### src/rtl/nearest_radix_pkg.sv
package nearest_radix_pkg;

  // Distance between two unsigned values, used by the nearness checks.
  function automatic logic [31:0] abs_diff(input logic [31:0] a, input logic [31:0] b);
    return (a >= b) ? (a - b) : (b - a);
  endfunction

  // Twice the midpoint of 2^k and 2^(k+1), i.e. 3*2^k, in the given width.
  function automatic logic [31:0] twice_mid(input logic [31:0] lo, input logic [31:0] hi);
    return lo + hi;
  endfunction

endpackage

### src/rtl/lead_one_finder.sv
module lead_one_finder #(
  parameter int unsigned W  = 16,
  parameter int unsigned EW = $clog2(W + 1)
) (
  input  logic [W-1:0]  vec_i,
  output logic [EW-1:0] pos_o,
  output logic          any_o
);

  logic [W-1:0] lead;

  // Each bit is the leading one when it is set and nothing above it is set.
  generate
    for (genvar i = 0; i < W; i++) begin : g_lead
      if (i == W - 1) begin : g_top
        assign lead[i] = vec_i[i];
      end else begin : g_rest
        assign lead[i] = vec_i[i] & ~(|vec_i[W-1:i+1]);
      end
    end
  endgenerate

  // Encode the one-hot leading position into a binary index.
  always_comb begin
    pos_o = '0;
    for (int i = 0; i < W; i++) begin
      if (lead[i]) pos_o = pos_o | EW'(i);
    end
  end

  assign any_o = |vec_i;

  always_comb begin

    lead_onehot_chk: assert ($onehot0(lead))
      else $error("leading-one vector not one-hot");
  end

endmodule

### src/rtl/candidate_gen.sv
module candidate_gen #(
  parameter int unsigned W  = 16,
  parameter int unsigned EW = $clog2(W + 1),
  parameter int unsigned RW = W + 1
) (
  input  logic [EW-1:0] k_i,
  output logic [RW-1:0] lo_o,
  output logic [RW-1:0] hi_o,
  output logic [EW-1:0] k_up_o
);

  localparam logic [RW-1:0] ONE = RW'(1);

  assign lo_o   = ONE << k_i;
  assign k_up_o = k_i + EW'(1);
  assign hi_o   = ONE << k_up_o;

  always_comb begin

    cand_ratio_chk: assert (hi_o == (lo_o << 1))
      else $error("upper candidate is not twice the lower one");
  end

endmodule

### src/rtl/mean_compare.sv
module mean_compare #(
  parameter int unsigned W  = 16,
  parameter int unsigned RW = W + 1
) (
  input  logic [W-1:0]  op_i,
  input  logic [RW-1:0] lo_i,
  input  logic [RW-1:0] hi_i,
  output logic          pick_up_o
);

  import nearest_radix_pkg::*;

  localparam int unsigned MW = RW + 1;

  logic [MW-1:0] mean2;
  logic [MW-1:0] op2;

  // Compare in doubled units so the k = 0 midpoint (1.5) stays an integer.
  assign mean2     = MW'(twice_mid(32'(lo_i), 32'(hi_i)));
  assign op2       = {1'b0, op_i, 1'b0};
  assign pick_up_o = op2 > mean2;

endmodule

### src/rtl/nearest_radix_sel.sv
module nearest_radix_sel #(
  parameter int unsigned W  = 16,
  parameter int unsigned EW = $clog2(W + 1),
  parameter int unsigned RW = W + 1
) (
  input  logic [W-1:0]  operand_i,
  output logic [RW-1:0] radix_o,
  output logic [EW-1:0] exp_o,
  output logic          zero_o
);

  import nearest_radix_pkg::*;

  logic [EW-1:0] k;
  logic [EW-1:0] k_up;
  logic          any_set;
  logic [RW-1:0] cand_lo;
  logic [RW-1:0] cand_hi;
  logic          pick_up;
  logic [RW-1:0] other;

  lead_one_finder #(.W(W), .EW(EW)) u_lead (
    .vec_i (operand_i),
    .pos_o (k),
    .any_o (any_set)
  );

  candidate_gen #(.W(W), .EW(EW), .RW(RW)) u_cand (
    .k_i    (k),
    .lo_o   (cand_lo),
    .hi_o   (cand_hi),
    .k_up_o (k_up)
  );

  mean_compare #(.W(W), .RW(RW)) u_mean (
    .op_i      (operand_i),
    .lo_i      (cand_lo),
    .hi_i      (cand_hi),
    .pick_up_o (pick_up)
  );

  assign zero_o  = ~any_set;
  assign radix_o = zero_o ? '0 : (pick_up ? cand_hi : cand_lo);
  assign exp_o   = zero_o ? '0 : (pick_up ? k_up : k);
  assign other   = pick_up ? cand_lo : cand_hi;

  always_comb begin

    if (zero_o) zero_outputs_chk: assert (radix_o == '0 && exp_o == '0)
      else $error("zero operand produced non-zero outputs");

    if (!zero_o) radix_pow2_chk: assert (radix_o == (RW'(1) << exp_o))
      else $error("radix does not match exponent");

    if (!zero_o) bracket_chk: assert (32'(cand_lo) <= 32'(operand_i) && 32'(operand_i) < 32'(cand_hi))
      else $error("candidates do not bracket operand");

    if (!zero_o) nearest_chk: assert (abs_diff(32'(operand_i), 32'(radix_o)) <= abs_diff(32'(operand_i), 32'(other)))
      else $error("selected radix is not the nearer candidate");

    if (!zero_o && abs_diff(32'(operand_i), 32'(cand_lo)) == abs_diff(32'(operand_i), 32'(cand_hi)))
      tie_low_chk: assert (radix_o == cand_lo)
        else $error("tie not resolved to lower base");
  end

endmodule

### config.mk
export PLATFORM = sky130hd
export DESIGN_NAME = nearest_radix_sel
export DESIGN_NICKNAME = d
export VERILOG_FILES = /design/src/rtl/nearest_radix_pkg.sv /design/src/rtl/lead_one_finder.sv /design/src/rtl/candidate_gen.sv /design/src/rtl/mean_compare.sv /design/src/rtl/nearest_radix_sel.sv
export SDC_FILE = /design/constraint.sdc
export NUM_CORES = 1
export LEC_CHECK = 0
export CAP_MARGIN = 30
export CORE_UTILIZATION = 50
export DETAILED_ROUTE_END_ITERATION = 7
export GPL_TIMING_DRIVEN = 1
export PLACE_DENSITY = 0.85
export SYNTH_ARGS = -nofsm -noshare
export SYNTH_HDL_FRONTEND = slang
export SYNTH_SLANG_ARGS = --single-unit
### constraint.sdc
create_clock -name vclk -period 18
set_input_delay 4.5 -clock vclk [all_inputs]
set_output_delay 4.5 -clock vclk [all_outputs]
set_load 0.005 [all_outputs]
==> impl_metrics.py <==
metrics = {
    "status": {
        "outcome": "finished clean",
    },
    "routing": {
        "vias_per_cell": 6.60,
        "vias": 2513,
        "first_iter_violations": 259,
        "drc": 0,
        "drtPass1Iterations": 5,
        "wl_per_cell_um": 17.3,
        "wl_um": 6600,
        "ant_nets": 0,
    },
    "timing": {
        "finalHoldViolations": 0,
        "period_minus_slack_ps": 16670,
        "worst_pin_slew_ps": 970,
        "rsz0062_at_grt": "no",
        "maxSlewHeadroom_pct": 34.9,
        "tns_ps": 0,
        "timing.final.crit_share_pct": 92.6,
        "slew_violations": 0,
        "fmax_ghz": 0.0600,
        "setup_viol": 0,
    },
    "finish": {
        "seq_area_um2": 0,
        "drive_above_1_share_pct": 6.91,
        "flops_and_latches": 0,
        "clock_buffers": 0,
        "post-route-cell-area_um2": 2480,
        "area_delta_synth_final_pct": 20.9,
        "num-nets-final": 389,
        "antenna_cells": 0,
    },
    "global_routing": {
        "grt_max_degree": 17,
        "grt_pass1_vias": 2338,
        "grt_pass1_wl_um": 10800,
        "antenna_found_initial": 0,
        "grt_overflow_total": 0,
        "grt_usage_pct": 31.5,
    },
    "worst_setup_path": {
        "critPathMaxFanout": 16,
        "required_ps": 13500,
        "arrival_ps": 12170,
        "cpMostUsedCell": "ha_1",
        "slowest_delay_ps": 770,
        "cp-start-kind": "input pin",
        "worstPathBufferInverterCount": 4,
        "worstSetupPathType": "in -> out",
        "critPathTopFamily": "compound AO/OA/AOI/OAI gates",
        "crit_path_end_kind": "primary output",
        "cp_slowest_cell": "o21ai_1",
    },
    "die": {
        "fp.dieH_um": 66.0,
        "ios": 39,
        "initial_utilization_pct": 54.0,
        "core_um2": 3800,
        "die-area_um2": 4360,
        "core.rowCount": 22,
        "dieWidth_um": 66.0,
    },
    "synth": {
        "synth-warning-count": 0,
        "synth.distinct_cells": 64,
        "syn_area_per_cell_um2": 6.86,
        "syn_area_um2": 2050,
        "syn_nets": 353,
        "yosysSeqAreaShare_pct": 0,
        "synthCells": 299,
    },
    "cts": {
        "post_cts_resized": 0,
        "ctsHoldBuffers": 0,
        "post_cts_buffers": 0,
    },
    "power_and_ir_drop": {
        "p_total_mw": 0.0484,
        "power.density_nw_per_um2": 19.5,
        "irDropWorstVdd_v": 0.0000133,
        "leakage_nw": 1.00,
    },
    "placement": {
        "gp_congestion": 0.985,
        "post_dp_cell_area_um2": 2480,
        "hpwl_um": 5360,
        "numPortBuffers": 39,
    },
    "job": {
        "drv_cap": 0,
    },
    "hold_path": {
        "hold_path_class": "in -> out",
    },
}
==> layer usage <==
| metal | vias up | routed length (µm) | global-route usage (%) |
|---|---|---|---|
| li1 | 1208 | - | - |
| met4 | 0 | 221 | 11.4 |
| met1 | 1146 | 2780 | 39.8 |
| met3 | 25 | 487 | 1.72 |
| met2 | 134 | 3110 | 55.7 |
| met5 | - | 0 | 0 |
==> where the power goes <==
part           leakage (nW)  switching (mW)  internal (mW)
Clock                     0               0              0
Sequential                0               0              0
Combinational          1.00          0.0276         0.0208
==> kinds of logic (layout without fill, tap and decap cells) <==
| logic type | count (synthesis) | after routing | synth area share (%) |
|---|---|---|---|
| AND/OR/NAND/NOR | 127 | 127 | 33.6 |
| XOR/XNOR | 12 | 12 | 5.13 |
| AO/OA/AOI/OAI | 94 | 94 | 31.1 |
| adder cells (fa/ha/maj) | 38 | 38 | 23.6 |
| buffers and inverters | 24 | 58 | 4.58 |
| multiplexers | 4 | 4 | 2.14 |
==> per-stage QoR <==
step | utilization (%) | setup WS, ps | instances | hold slack [ps]
floorplan | - | 3970 | 299 | 9220
global placement | 65.3 | 1810 | 381 | 10170
detailed placement | 65.3 | 1570 | 381 | 10200
CTS | 65.3 | 1540 | 381 | 10210
global route | 65.3 | 767 | 381 | 10260
finish | 65.3 | 1330 | 381 | 10210
==> cell usage after synthesis (3+ instances only) <==
cell type  number  area share, %
nand4_1         3           0.92
nand2_1        19            3.5
nor2_1         36            6.6
a21o_1          4            1.5
nand2b_1        3           0.92
xnor2_1         6            2.6
ha_1           37             23
nor4_1          3           0.92
nor2b_1         3           0.92
a21oi_1        23            5.6
and3_1         10            3.1
inv_1          18            3.3
o21ai_1         3           0.73
o31ai_1         9            3.3
o21a_1          3            1.1
o21ai_0        24            5.9
and2_1          6            1.8
xor2_1          6            2.6
buf_2           3           0.73
nand3_1        13            3.2
nor3_1          8            2.0
==> path summary, 6_finish.rpt <==
check	cells past startpoint	from	slack, ps	end
worst max-delay path	27	operand_i[15]	1330	exp_o[3]
worst min-delay path	6	operand_i[0]	10210	radix_o[2]
==> worst min-delay path: cells and delay by family <==
family	cells	cell delay, ps
buffers and inverters	2	870
muxes	1	70
and+or+nand+nor	3	280
==> layout by cell type (no fill, tap or decap), types with 3 or more instances in the layout <==
cell,n
clkdlybuf4s50_1,39
ha_1,37
nor2_1,36
o21ai_0,24
a21oi_1,23
nand2_1,19
inv_1,18
nand3_1,13
and3_1,10
o31ai_1,9
nor3_1,8
and2_1,6
xor2_1,6
xnor2_1,6
a21o_1,4
nor4_1,3
nand2b_1,3
o21ai_1,3
nor2b_1,3
o21a_1,3
nand4_1,3
==> final cells by class <==
cell class / count / area, µm²
Fill cell: 376 / 1320
Inverter: 19 / 71.3
Tap cell: 48 / 60.1
Multi-Input combinational cell: 275 / 1960
Timing Repair Buffer: 39 / 390
Power figures use the tool's default switching activity.
